--- config.mk ---
export PLATFORM = sky130hd
export DESIGN_NAME = can_dual_tx_mgr
export DESIGN_NICKNAME = d
export VERILOG_FILES = /design/src/rtl/can_red_pkg.sv /design/src/rtl/can_ch_monitor.sv /design/src/rtl/can_red_main.sv /design/src/rtl/can_dual_tx_mgr.sv
export SDC_FILE = /design/constraint.sdc
export NUM_CORES = 1
export LEC_CHECK = 0
export BUFFER_PORTS_ARGS = -buffer_cell sky130_fd_sc_hd__buf_2
export CAP_MARGIN = 20
export CORE_UTILIZATION = 52
export CTS_CLUSTER_SIZE = 28
export DETAILED_ROUTE_END_ITERATION = 16
export PLACE_DENSITY = 0.79
export SYNTH_ARGS = -nofsm -noshare
export SYNTH_HDL_FRONTEND = slang
export SYNTH_HIERARCHICAL = 1
export SYNTH_SLANG_ARGS = --single-unit
--- constraint.sdc ---
create_clock -name clk -period 1.9 [get_ports clk]
set_input_delay 0.38 -clock clk [delete_from_list [all_inputs] [get_ports clk]]
set_output_delay 0.38 -clock clk [all_outputs]
set_load 0.02 [all_outputs]
--- src/rtl/can_red_pkg.sv ---
package can_red_pkg;

  typedef enum logic [2:0] {
    ST_IDLE,
    ST_REQ_CH,
    ST_WAIT,
    ST_SWITCH,
    ST_REQ_ALT,
    ST_DONE,
    ST_FAIL
  } red_state_e;

  typedef enum logic {
    MON_USABLE,
    MON_PASSIVE
  } mon_state_e;

endpackage

--- src/rtl/can_ch_monitor.sv ---
module can_ch_monitor
  import can_red_pkg::*;
#(
  parameter int TEC_W       = 9,
  parameter int FAIL_STEP   = 8,
  parameter int PASSIVE_LIM = 128,
  parameter int RECOVER_LIM = 127
) (
  input  logic             clk,
  input  logic             rst_n,
  input  logic             tx_done,
  input  logic             tx_fail,
  output logic [TEC_W-1:0] tec,
  output logic             usable
);

  localparam logic [TEC_W:0] STEP_W = (TEC_W+1)'(FAIL_STEP);

  function automatic logic [TEC_W-1:0] tec_raise(input logic [TEC_W-1:0] v);
    logic [TEC_W:0] sum;
    sum = {1'b0, v} + STEP_W;
    return sum[TEC_W] ? '1 : sum[TEC_W-1:0];
  endfunction

  function automatic logic [TEC_W-1:0] tec_lower(input logic [TEC_W-1:0] v);
    return (v == '0) ? '0 : v - 1'b1;
  endfunction

  logic [TEC_W-1:0] tec_q, tec_d;
  mon_state_e       mst_q, mst_d;

  always_comb begin
    tec_d = tec_q;
    if (tx_fail && !tx_done)      tec_d = tec_raise(tec_q);
    else if (tx_done && !tx_fail) tec_d = tec_lower(tec_q);
  end

  always_comb begin
    mst_d = mst_q;
    unique case (mst_q)
      MON_USABLE:  if (tec_d > TEC_W'(PASSIVE_LIM)) mst_d = MON_PASSIVE;
      MON_PASSIVE: if (tec_d <= TEC_W'(RECOVER_LIM)) mst_d = MON_USABLE;
      default:     mst_d = MON_USABLE;
    endcase
  end

  always_ff @(posedge clk or negedge rst_n) begin
    if (!rst_n) begin
      tec_q <= '0;
      mst_q <= MON_USABLE;
    end else begin
      tec_q <= tec_d;
      mst_q <= mst_d;
    end
  end

  assign tec    = tec_q;
  assign usable = (mst_q == MON_USABLE);

endmodule

--- src/rtl/can_red_main.sv ---
module can_red_main
  import can_red_pkg::*;
#(
  parameter int TS_W = 16
) (
  input  logic            clk,
  input  logic            rst_n,
  input  logic            redund_en,
  input  logic            host_req,
  input  logic [1:0]      ch_usable,
  input  logic [1:0]      ch_done,
  output logic [1:0]      tx_req,
  output logic            ch_sel,
  output logic            tx_ack,
  output logic            tx_ok,
  output logic            tx_fail_stb,
  output logic [TS_W-1:0] ts_latched,
  output logic            ev_switch,
  output logic            ev_finish
);

  red_state_e      st_q, st_d;
  logic            cur_q, cur_d;
  logic [TS_W-1:0] tick_q;
  logic [TS_W-1:0] ts_q;
  logic            in_wait;

  always_comb begin
    st_d  = st_q;
    cur_d = cur_q;
    unique case (st_q)
      ST_IDLE:    if (redund_en && host_req) st_d = ST_REQ_CH;
      ST_REQ_CH: begin
        if (ch_usable[0]) begin
          cur_d = 1'b0;
          st_d  = ST_WAIT;
        end else if (ch_usable[1]) begin
          cur_d = 1'b1;
          st_d  = ST_WAIT;
        end else begin
          st_d  = ST_FAIL;
        end
      end
      ST_WAIT: begin
        if (ch_done[cur_q])         st_d = ST_DONE;
        else if (!ch_usable[cur_q]) st_d = ST_SWITCH;
      end
      ST_SWITCH: begin
        if (ch_usable[!cur_q]) begin
          cur_d = !cur_q;
          st_d  = ST_REQ_ALT;
        end else begin
          st_d  = ST_FAIL;
        end
      end
      ST_REQ_ALT: st_d = ST_WAIT;
      ST_DONE:    st_d = ST_IDLE;
      ST_FAIL:    st_d = ST_IDLE;
      default:    st_d = ST_IDLE;
    endcase
  end

  assign ev_switch = (st_q == ST_SWITCH);
  assign ev_finish = (st_q == ST_DONE) || (st_q == ST_FAIL);

  always_ff @(posedge clk or negedge rst_n) begin
    if (!rst_n) begin
      st_q   <= ST_IDLE;
      cur_q  <= 1'b0;
      tick_q <= '0;
      ts_q   <= '0;
    end else begin
      st_q   <= st_d;
      cur_q  <= cur_d;
      tick_q <= tick_q + 1'b1;
      if (ev_switch || ev_finish) ts_q <= tick_q;
    end
  end

  assign in_wait     = (st_q == ST_WAIT);
  assign tx_req[0]   = redund_en ? (in_wait && !cur_q) : host_req;
  assign tx_req[1]   = redund_en && in_wait && cur_q;
  assign ch_sel      = redund_en && cur_q;
  assign tx_ack      = (st_q == ST_DONE);
  assign tx_ok       = (st_q == ST_DONE);
  assign tx_fail_stb = (st_q == ST_FAIL);
  assign ts_latched  = ts_q;

endmodule

--- src/rtl/can_dual_tx_mgr.sv ---
module can_dual_tx_mgr
  import can_red_pkg::*;
#(
  parameter int TEC_W       = 9,
  parameter int TS_W        = 16,
  parameter int FAIL_STEP   = 8,
  parameter int PASSIVE_LIM = 128,
  parameter int RECOVER_LIM = 127
) (
  input  logic            clk,
  input  logic            rst_n,
  input  logic            redund_en,
  input  logic            host_req,
  input  logic [1:0]      chan_done,
  input  logic [1:0]      chan_fail,
  output logic [1:0]      tx_req,
  output logic            ch_sel,
  output logic            tx_ack,
  output logic            tx_ok,
  output logic            tx_fail_stb,
  output logic [TS_W-1:0] ts_latched,
  output logic [TEC_W-1:0] tec_ch1,
  output logic [TEC_W-1:0] tec_ch2
);

  localparam int NCH = 2;

  logic [NCH-1:0]   ch_usable;
  logic [TEC_W-1:0] tec_arr [NCH];
  logic             ev_switch;
  logic             ev_finish;

  for (genvar g = 0; g < NCH; g++) begin : g_mon
    can_ch_monitor #(
      .TEC_W      (TEC_W),
      .FAIL_STEP  (FAIL_STEP),
      .PASSIVE_LIM(PASSIVE_LIM),
      .RECOVER_LIM(RECOVER_LIM)
    ) u_mon (
      .clk    (clk),
      .rst_n  (rst_n),
      .tx_done(chan_done[g]),
      .tx_fail(chan_fail[g]),
      .tec    (tec_arr[g]),
      .usable (ch_usable[g])
    );
  end

  can_red_main #(
    .TS_W(TS_W)
  ) u_main (
    .clk        (clk),
    .rst_n      (rst_n),
    .redund_en  (redund_en),
    .host_req   (host_req),
    .ch_usable  (ch_usable),
    .ch_done    (chan_done),
    .tx_req     (tx_req),
    .ch_sel     (ch_sel),
    .tx_ack     (tx_ack),
    .tx_ok      (tx_ok),
    .tx_fail_stb(tx_fail_stb),
    .ts_latched (ts_latched),
    .ev_switch  (ev_switch),
    .ev_finish  (ev_finish)
  );

  assign tec_ch1 = tec_arr[0];
  assign tec_ch2 = tec_arr[1];

endmodule

==> flow_summary.rst, run 1 <==
.. list-table::
   :header-rows: 1

   * - Metric
     - Value
   * - Status
     - finished, violations left
   * - Failing checks
     - negative setup slack
   * - I/O pin count
     - 48
   * - P_leak
     - a little under 2 nW
   * - Setup skew after layout
     - 0.0137 ns
   * - Clock tree from TritonCTS
     - done
   * - Clk sink count
     - 56
   * - Die span in y
     - ~80 um
   * - DR pass1 iterations
     - 4
   * - Share of final-layout standard cells stronger than drive strength 1
     - between 30% and 40%
   * - Num rows
     - 28
   * - Final max-slew violation count
     - 0
   * - Overall die width
     - just over 80 um
   * - Growth of design area from synthesis to finish
     - 19.1%
   * - Syn Area/Cell
     - 10.4 sq um
   * - Count of synthesis-stage warnings from yosys
     - 6
   * - H-tree depth
     - 2
   * - Portion of total power attributed to combinational logic
     - a little over half
   * - Sequential cell fraction of total power
     - 34.8%
   * - Final critical-path required period
     - 2.01 ns
   * - TritonCTS Buffers
     - 5
   * - Clock transition at the registers of the reported paths
     - about 0.10 ns
   * - Worst setup path start
     - g_mon[0].u_mon/tec[5]$_DFF_PN0_
   * - Cell Count Post-Placement
     - 458
   * - Setup slack of the most critical reg-to-reg path
     - -0.11 ns
   * - Final Non-Filler Cells
     - 470
   * - Worst hold path class
     - in2async
   * - Final number of hold-violating endpoints
     - 0
   * - Final antenna diode count
     - 0
   * - CTS root buffer
     - clkbuf_8
   * - Initial core utilization
     - 55.1%
   * - Worst Slack Setup Final
     - -0.106 ns
   * - Maximum net fanout on the critical path
     - 2
   * - Combined global-route utilization of all metal layers
     - a little under a quarter
   * - Detailed-route wire length
     - roughly 7000 um
   * - Post-detailed-route DRC marker count
     - 0
   * - Fin Hold WS
     - ~0.048 ns
   * - CP endpoint kind
     - register
   * - Required time worst endpoint
     - roughly 2.1 ns
   * - Hpwl dp
     - roughly 5300 um
   * - Critical path type
     - reg2reg
   * - Achievable frequency
     - ~500 MHz
   * - Power density over cell area
     - roughly 1300 nW/um^2
   * - Setup repair after global routing missed its margin
     - true
   * - Worst reg2reg endpoint
     - g_mon[0].u_mon/mst_q$_DFF_PN0_
   * - Initial antenna violation count
     - 0
   * - Area of the mapped netlist
     - about 3300 sq um
   * - Final global-route overflow total
     - 0
   * - Largest voltage drop on the vdd net
     - 0.000746 V
   * - Total vias in the final route
     - 2657
   * - Final Wtd Congestion
     - about 0.9
   * - CP startpoint kind
     - register
   * - Die area
     - ~6700 sq um
   * - Wire length of the first global-routing pass
     - roughly 11000 um
   * - Maximum number of pins on one net before global-route repair
     - 57
   * - Net count, final
     - 411
   * - Vias in the first global route
     - ~2400
   * - Synth Instances
     - ~320
   * - Placeable Area
     - about 6000 sq um
   * - Clock buffer depth
     - 2
   * - Critical register-to-register path startpoint
     - g_mon[0].u_mon/tec[5]$_DFF_PN0_
   * - Drt via density
     - around 5.7
   * - Fill cell count
     - 492
   * - Number of buffers inserted for hold repair after clock tree synthesis
     - 0
   * - Worst slew margin relative to its limit
     - 67.8%
   * - Worst Reg2Reg Path Length in Cells
     - 6
   * - Cell area after placement
     - ~3800 sq um
   * - DRT iter0 DRCs
     - ~150
   * - Count of maximum capacitance violations
     - 0
   * - Routed WL per cell
     - roughly 15 um
   * - Antenna viol nets, final
     - 0
   * - Post-layout instance area
     - around 4000 sq um
   * - Clock network power share
     - approximately an eighth
   * - Share of the clock period used by the worst path
     - 106%
   * - Psw
     - 0.00214 W
   * - IO buf count
     - 47
   * - Share of total power consumed by net switching
     - roughly two fifths
   * - Number of setup violations in the final report
     - 2
   * - Clock latency of the later-clocked register in the worst-skew pair
     - roughly 0.3 ns
   * - Synthesized Nets
     - roughly 340
   * - Internal Pwr Total
     - just under 0.003 W
   * - Actual transition at the worst max-transition pin
     - ~0.48 ns
   * - Data arrival at the endpoint of the critical path
     - 2.21 ns
-- routing by layer --
layer  track usage, %  vias to the layer above  wire (um)
met5                0                        -          0
met4             5.61                        0         65
met3             3.67                        6        235
met2             36.9                       57       3560
met1             31.0                     1312       3300
li1                 -                     1282          -
-- area by class of cell --
class	instances	area [sq um]	area share, %
Timing Repair Buffer	85	552	13.9
Sequential cell	56	1410	35.5
Clock buffer	7	86.3	2.18
Clock inverter	1	8.76	0.221
Tap cell	75	93.8	2.37
Inverter	17	63.8	1.61
Multi-Input combinational cell	229	1750	44.2
-- how the worst max path moves through the flow --
stage               cells past startpoint                              to
global placement                        6  g_mon[0].u_mon/mst_q$_DFF_PN0_
floorplan                               7  g_mon[0].u_mon/mst_q$_DFF_PN0_
detailed placement                      6  g_mon[0].u_mon/mst_q$_DFF_PN0_
global route                            6  g_mon[0].u_mon/mst_q$_DFF_PN0_
CTS                                     6  g_mon[0].u_mon/mst_q$_DFF_PN0_
finish                                  6  g_mon[0].u_mon/mst_q$_DFF_PN0_
-- stage by stage --
step	setup TNS, ns	utilization (%)	power [W]	setup slack, ns
2_1_floorplan	-0.243	-	0.00361	-0.121
3_3_place_gp	-0.0249	63.1	0.00426	-0.0249
3_5_place_dp	-0.108	63.1	0.00435	-0.0681
4_1_cts	-0.135	65.0	0.00506	-0.0910
5_1_grt	-0.295	65.7	0.00545	-0.157
6_report	-0.164	65.7	0.00511	-0.106
-- critical path: stages (launching register included) --
cell      delay (ns)
dfrtp_2         0.42
or4_4           0.56
o211ai_1        0.20
a32oi_2         0.09
nor4b_2         0.32
o211ai_1        0.14
a21o_1          0.17
-- power by group through the flow --
stage	Combinational [W]	Sequential [W]	Clock (W)
final	0.00266	0.00178	0.000673
after global routing	0.00290	0.00182	0.000734
after CTS	0.00261	0.00177	0.000687
after detailed placement	0.00256	0.00179	0
after global placement	0.00249	0.00177	0
after floorplan	0.00156	0.00205	0
-- state kept, by name, summed over array words and instances (netlist names) --
register	count
g_mon.u_mon/mst_q	2
u_main/ts_latched	16
g_mon.u_mon/tec	18
u_main/cur_q	1
u_main/st_q	3
u_main/tick_q	16
-- what timing repair did --
item | CTS | global route
buffers inserted | 1 | 3
pin swaps | 0 | 6
setup endpoints to repair | 3 | 5
gates resized for setup | 3 | 5
-- cells in the final DEF (no fill, tap or decap), types with 3 or more instances in the layout --
cell type,instances
nor4b_2,3
nor4_1,7
buf_4,36
mux2_2,7
nand2b_1,7
nand3_1,14
a211oi_2,3
nor3_1,3
clkbuf_8,6
a21oi_1,6
inv_1,16
dfrtp_1,52
mux2i_1,5
nor2b_1,8
and2_1,3
a32oi_1,3
xor2_1,13
mux2_4,11
xnor2_1,7
ha_1,9
o211ai_1,6
o21ai_0,8
nand4_1,10
nor2_1,29
nand2_1,25
buf_2,46
dfrtp_2,4
a21o_1,4
a211oi_1,4
Note: power is estimated with default switching activity, not from simulation.
==> inputs of run 2 (changes only) <==
- CORE_MARGIN: default -> 2
- REMOVE_ABC_BUFFERS: default -> 1
==> flow_summary.rst, run 2 (synthesis gave the netlist of run 1 again) <==
.. list-table::
   :header-rows: 1

   * - Metric
     - Value
   * - Most frequent standard cell in the layout excluding fill and tap cells
     - dfrtp_1
   * - Cell chain of the critical path
     - or4_4, o211ai_1, a32oi_1, nor4b_2, o211ai_1, a21o_1
   * - Final Wtd Congestion
     - 0.899 (+0.83%)
   * - IO buf count
     - 47 (unchanged)
   * - Setup repair after global routing missed its margin
     - true
   * - DRT iter0 DRCs
     - 130 (-16%)
   * - Actual transition at the worst max-transition pin
     - 0.473 ns (-0.00921 ns)
   * - Combined global-route utilization of all metal layers
     - 21.4% (-1.1 points)
   * - TritonCTS Buffers
     - 5 (unchanged)
   * - Hpwl dp
     - 5320 um (-0.36%)
   * - Delay of the slowest cell on the worst path
     - 0.56 ns (about the same)
   * - Die span in y
     - 83.9 um (+2.4%)
   * - Final core utilization
     - 63.8% (-1.9 points)
   * - Initial core utilization
     - 52.9% (-2.2 points)
   * - Die area
     - 7050 sq um (+4.9%)
   * - Worst setup path start
     - g_mon[0].u_mon/tec[4]$_DFF_PN0_
   * - Largest voltage drop on the vdd net
     - 0.000834 V (+12%)
   * - Maximum net fanout on the critical path
     - 2 (unchanged)
   * - Final antenna diode count
     - 0 (unchanged)
   * - Clock latency of the later-clocked register in the worst-skew pair
     - 0.31 ns (about the same)
   * - Power density over cell area
     - 1310 nW/um^2 (+1.7%)
   * - DR pass1 iterations
     - 5 (+1)
   * - Post-detailed-route DRC marker count
     - 0 (unchanged)
   * - Share of final-layout standard cells stronger than drive strength 1
     - 35.4% (about the same)
   * - Antenna viol nets, final
     - 0 (unchanged)
   * - H-tree depth
     - 2 (unchanged)
   * - Clk sink count
     - 56 (unchanged)
   * - Clock buffer depth
     - 2 (unchanged)
   * - Logic depth of the worst setup path including buffers
     - 6 (unchanged)
   * - Overall die width
     - 83.9 um (+2.4%)
   * - CP bufs+invs
     - 0 (unchanged)
   * - Setup Total Neg Slack
     - -0.0176 ns (+0.147 ns)
   * - Number of buffers inserted for hold repair after clock tree synthesis
     - 0 (unchanged)
   * - Worst Slack Setup Final
     - -0.0105 ns (+0.0959 ns)
   * - Number of flip-flops in the largest register
     - 18 (unchanged)
   * - Drt via density
     - 5.60 (-1.0%)
   * - Cell at the slowest stage of the critical path
     - or4_4
   * - Growth of design area from synthesis to finish
     - 20.5%
   * - CP endpoint kind
     - register
   * - Data arrival at the endpoint of the critical path
     - 2.12 ns (-0.09 ns)
   * - Leading cell types in the layout, fill and taps excluded
     - dfrtp_1 (55), buf_2 (46), buf_4 (40)
   * - Initial antenna violation count
     - 0 (unchanged)
   * - Final global-route overflow total
     - 0 (unchanged)
   * - I/O pin count
     - 48 (unchanged)
   * - Wire length of the first global-routing pass
     - 12300 um (+7.5%)
   * - Worst path top cell family by delay
     - simple AND/OR/NAND/NOR gates
   * - Worst slew margin relative to its limit
     - 68.2% (+0.39 points)
   * - Final critical-path required period
     - 1.91 ns (-0.0959 ns)
   * - Fin Hold WS
     - -0.000724 ns (-0.0483 ns)
   * - Vias in the first global route
     - 2576 (+6.3%)
   * - Detailed-route wire length
     - 7250 um (+1.3%)
   * - Post-layout instance area
     - 4000 sq um (+1.1%)
   * - Share of the clock period used by the worst path
     - 101% (-5.0 points)
   * - Status
     - finished, violations left
   * - Number of setup violations in the final report
     - 2 (unchanged)
   * - Achievable frequency
     - 523 MHz (+5.0%)
   * - Maximum number of pins on one net before global-route repair
     - 41 (-28%)
   * - Worst hold path class
     - in2async
   * - Critical register-to-register path startpoint
     - g_mon[0].u_mon/tec[4]$_DFF_PN0_
   * - Routed WL per cell
     - 15.3 um (+0.21%)
   * - Worst Reg2Reg Path Length in Cells
     - 6 (unchanged)
   * - Critical path type
     - reg2reg
   * - Cell occurring most often along the worst timing path
     - o211ai_1
   * - Setup skew after layout
     - 0.00728 ns (-0.00642 ns)
   * - Cell area after placement
     - 3830 sq um (+0.72%)
   * - P_leak
     - 1.97 nW (+1.4%)
   * - Final max-slew violation count
     - 0 (unchanged)
   * - Clock transition at the registers of the reported paths
     - 0.10 ns (about the same)
   * - CTS root buffer
     - clkbuf_8
   * - Total vias in the final route
     - 2658 (+0.038%)
   * - Clock tree from TritonCTS
     - done
   * - Final number of hold-violating endpoints
     - 3 (+3)
   * - Count of maximum capacitance violations
     - 0 (unchanged)
   * - Failing checks
     - negative hold slack, negative setup slack
   * - Num rows
     - 29 (+3.6%)
   * - Net count, final
     - 414 (+0.73%)
   * - CP startpoint kind
     - register
   * - Required time worst endpoint
     - 2.11 ns (about the same)
   * - Placeable Area
     - 6280 sq um (+4.2%)
==> run 2: metrics by stage <==
| step | power (W) | instances | setup WS, ns |
|---|---|---|---|
| 2_1_floorplan | 0.00337 | 302 | -0.191 |
| 3_3_place_gp | 0.00429 | 464 | -0.0313 |
| 3_5_place_dp | 0.00436 | 464 | -0.140 |
| 4_1_cts | 0.00525 | 475 | -0.0211 |
| 5_1_grt | 0.00557 | 475 | -0.136 |
| 6_report | 0.00526 | 475 | -0.0105 |
==> run 2: timing repair <==
item                                   4_1_cts  5_1_grt
cloned                                       0        0
gates resized for setup                      4        3
endpoints found under the hold margin        0        0
pin swaps                                   12        0
setup buffers                                3        0
setup endpoints to repair                    3        2
==> run 2: layer usage <==
layer / share of wire, % / GRT usage (%) / vias up
li1: - / - / 1287
met4: 1.3 / 6.16 / 0
met2: 49 / 35.7 / 82
met3: 4.9 / 2.77 / 9
met1: 45 / 29.5 / 1280
met5: 0 / 0 / -
==> run 2: path summary, 6_finish.rpt <==
check | slack (ns) | to
min | -0.0007 | g_mon[0].u_mon/mst_q$_DFF_PN0_
min reg2reg | 0.47 | u_main/tick_q[15]$_DFF_PN0_
max in group asynchronous | 1.35 | u_main/ts_latched[14]$_DFFE_PN0P_
max reg2reg | -0.01 | g_mon[0].u_mon/mst_q$_DFF_PN0_
max | -0.01 | g_mon[0].u_mon/mst_q$_DFF_PN0_
min in group clk | 0.35 | u_main/st_q[0]$_DFFE_PN0P_
==> run 2: layout make-up <==
type                            count  area (sq um)
Tap cell                           77          96.3
Timing Repair Buffer               88           571
Sequential cell                    56          1400
Fill cell                         507          2270
Clock buffer                        6          82.6
Multi-Input combinational cell    229          1750
Inverter                           17          63.8
Clock inverter                      2          38.8
==> run 2: where the power goes <==
part,internal [W],total [W],switching [W]
registers,0.00149,0.00175,0.000267
clock network,0.000432,0.000819,0.000387
logic,0.00118,0.00268,0.00151
total,0.00310,0.00526,0.00216
==> run 2: worst register-to-register path: stages (launching register included) <==
cell and delay [ns]:
dfrtp_1 0.40, or4_4 0.56, o211ai_1 0.18, a32oi_1 0.11
nor4b_2 0.25, o211ai_1 0.12, a21o_1 0.19
==> inputs of run 3 (changes only) <==
- CORE_UTILIZATION: 52 -> 54
- CTS_BUF_LIST: default -> sky130_fd_sc_hd__clkbuf_2 sky130_fd_sc_hd__clkbuf_4 sky130_fd_sc_hd__clkbuf_8
- PLACE_DENSITY: 0.79 -> 0.82
==> flow_summary.rst, run 3 (synthesis gave the netlist of run 1 again) <==
.. list-table::
   :header-rows: 1

   * - Metric
     - Value
   * - IO buf count
     - 47 (unchanged)
   * - Drt via density
     - 5.62 (+0.45%)
   * - Most frequent standard cell in the layout excluding fill and tap cells
     - dfrtp_1
   * - Failing checks
     - negative setup slack
   * - Number of flip-flops in the largest register
     - 18 (unchanged)
   * - Hpwl dp
     - 5340 um (+0.46%)
   * - Internal Pwr Total
     - 0.00296 W (-4.4%)
   * - Actual transition at the worst max-transition pin
     - 0.379 ns (-0.0934 ns)
   * - Die area
     - 6800 sq um (-3.5%)
   * - Post-layout instance area
     - 4000 sq um (unchanged)
   * - Setup skew after layout
     - 0.00550 ns (-0.00178 ns)
   * - Share of final-layout standard cells stronger than drive strength 1
     - 35.8% (+0.32 points)
   * - Growth of design area from synthesis to finish
     - 20.5% (unchanged)
   * - Count of maximum capacitance violations
     - 0 (unchanged)
   * - Final number of hold-violating endpoints
     - 0 (-3)
   * - TritonCTS Buffers
     - 5 (unchanged)
   * - Portion of total power attributed to combinational logic
     - 52.6% (+1.6 points)
   * - Final global-route overflow total
     - 0 (unchanged)
   * - I/O pin count
     - 48 (unchanged)
   * - Net count, final
     - 416 (+0.48%)
   * - Final critical-path required period
     - 1.91 ns (+0.00216 ns)
   * - Detailed-route wire length
     - 7120 um (-1.8%)
   * - Leading cell types in the layout, fill and taps excluded
     - dfrtp_1 (55), buf_2 (46), buf_4 (40)
   * - Wire length of the first global-routing pass
     - 12200 um (-1.4%)
   * - Clock buffer depth
     - 2 (unchanged)
   * - Delay of the slowest cell on the worst path
     - 0.56 ns (about the same)
   * - Clock transition at the registers of the reported paths
     - 0.10 ns (about the same)
   * - Antenna viol nets, final
     - 0 (unchanged)
   * - Fin Hold WS
     - 0.0445 ns (+0.0452 ns)
   * - Total vias in the final route
     - 2670 (+0.45%)
   * - Initial antenna violation count
     - 0 (unchanged)
   * - DR pass1 iterations
     - 4 (-1)
   * - Status
     - finished, violations left
   * - Vias in the first global route
     - 2548 (-1.1%)
   * - Worst path top cell family by delay
     - simple AND/OR/NAND/NOR gates
   * - CP startpoint kind
     - register
   * - Final antenna diode count
     - 0 (unchanged)
   * - Share of the clock period used by the worst path
     - 101% (+0.11 points)
   * - Maximum net fanout on the critical path
     - 4 (+2)
   * - Cell chain of the critical path
     - or4_4, nor3b_4, nor2_2, a211oi_2, o211ai_1, a21o_1
   * - Sequential cell fraction of total power
     - 34.4% (+1.0 points)
   * - Routed WL per cell
     - 15.0 um (-1.8%)
   * - Power density over cell area
     - 1290 nW/um^2 (-2.0%)
   * - Combined global-route utilization of all metal layers
     - 23.2% (+1.8 points)
   * - Die span in y
     - 82.4 um (-1.8%)
   * - Required time worst endpoint
     - 2.10 ns (about the same)
   * - Psw
     - 0.00219 W (+1.4%)
   * - Clock latency of the later-clocked register in the worst-skew pair
     - 0.31 ns (about the same)
   * - Critical path type
     - reg2reg
   * - Worst slew margin relative to its limit
     - 74.6% (+6.4 points)
   * - Clock network power share
     - 13.0% (-2.6 points)
   * - CTS root buffer
     - clkbuf_8
   * - CP endpoint kind
     - register
   * - Maximum number of pins on one net before global-route repair
     - 57 (+39%)
   * - Overall die width
     - 82.4 um (-1.8%)
   * - Worst Slack Setup Final
     - -0.0126 ns (-0.00216 ns)
   * - Data arrival at the endpoint of the critical path
     - 2.12 ns (about the same)
   * - Cell at the slowest stage of the critical path
     - or4_4
   * - Cell area after placement
     - 3830 sq um (about the same)
   * - Share of total power consumed by net switching
     - 42.5% (+1.4 points)
   * - H-tree depth
     - 2 (unchanged)
   * - Final max-slew violation count
     - 0 (unchanged)
   * - Initial core utilization
     - 56.1% (+3.2 points)
   * - Final Wtd Congestion
     - 0.967 (+7.5%)
   * - Placeable Area
     - 5920 sq um (-5.7%)
   * - Clock tree from TritonCTS
     - done
   * - Achievable frequency
     - 523 MHz (-0.11%)
   * - Post-detailed-route DRC marker count
     - 0 (unchanged)
   * - Setup repair after global routing missed its margin
     - true
   * - Largest voltage drop on the vdd net
     - 0.000995 V (+19%)
   * - Number of setup violations in the final report
     - 1 (-1)
   * - Clk sink count
     - 56 (unchanged)
   * - DRT iter0 DRCs
     - 128 (-1.5%)
   * - CP bufs+invs
     - 0 (unchanged)
   * - Num rows
     - 28 (-3.4%)
   * - Worst hold path class
     - in2async
   * - P_leak
     - 1.97 nW (+0.20%)
-- run 3: worst paths after layout --
check | slack, ns | cells past startpoint | startpoint | endpoint
setup reg to reg | -0.01 | 6 | g_mon[0].u_mon/tec[6]$_DFF_PN0_ | g_mon[0].u_mon/mst_q$_DFF_PN0_
max in group asynchronous | 1.61 | 2 | rst_n | u_main/st_q[0]$_DFFE_PN0P_
setup / recovery | -0.01 | 6 | g_mon[0].u_mon/tec[6]$_DFF_PN0_ | g_mon[0].u_mon/mst_q$_DFF_PN0_
hold / removal | 0.04 | 2 | rst_n | g_mon[0].u_mon/tec[3]$_DFF_PN0_
min in group clk | 0.38 | 3 | host_req | u_main/st_q[0]$_DFFE_PN0P_
hold reg to reg | 0.47 | 1 | u_main/tick_q[15]$_DFF_PN0_ | u_main/tick_q[15]$_DFF_PN0_
-- run 3: through the flow --
stage	TNS (ns)	total power (W)	instances	setup WS (ns)	util (%)
after floorplan	-0.383	0.00337	302	-0.191	-
after global placement	-0.0249	0.00429	462	-0.0194	64.7
after detailed placement	-0.183	0.00438	462	-0.105	64.7
after CTS	-0.00783	0.00511	473	-0.00783	66.8
after global routing	-0.211	0.00552	475	-0.112	67.6
final	-0.0126	0.00515	475	-0.0126	67.6
-- run 3: power by group through the flow --
stage	combinational [W]	clock [W]	sequential (W)
after CTS	0.00266	0.000697	0.00175
after global routing	0.00296	0.000746	0.00182
after detailed placement	0.00260	0	0.00177
after global placement	0.00254	0	0.00175
after floorplan	0.00120	0	0.00216
final	0.00271	0.000667	0.00177
-- run 3: per-layer routing --
metal / global-route usage, % / wire length, um / vias to the layer above
li1: - / - / 1298
met1: 31.9 / 3250 / 1290
met2: 38.1 / 3520 / 76
met3: 3.80 / 296 / 6
met4: 6.67 / 65 / 0
met5: 0 / 0 / -
-- run 3: final cells by class --
cell class	instances	area (sq um)
timing repair buffer	90	593
tap	75	93.8
clock buffer	5	68.8
clock inverter	3	25.0
multi-input combinational	229	1760
fill	448	1920
inverter	17	63.8
sequential	56	1400
-- run 3: timing repair --
item	in CTS	in global routing
gates resized for setup	5	7
pin swaps	14	5
setup endpoints to repair	3	5
hold buffers	0	0
setup buffers	3	3
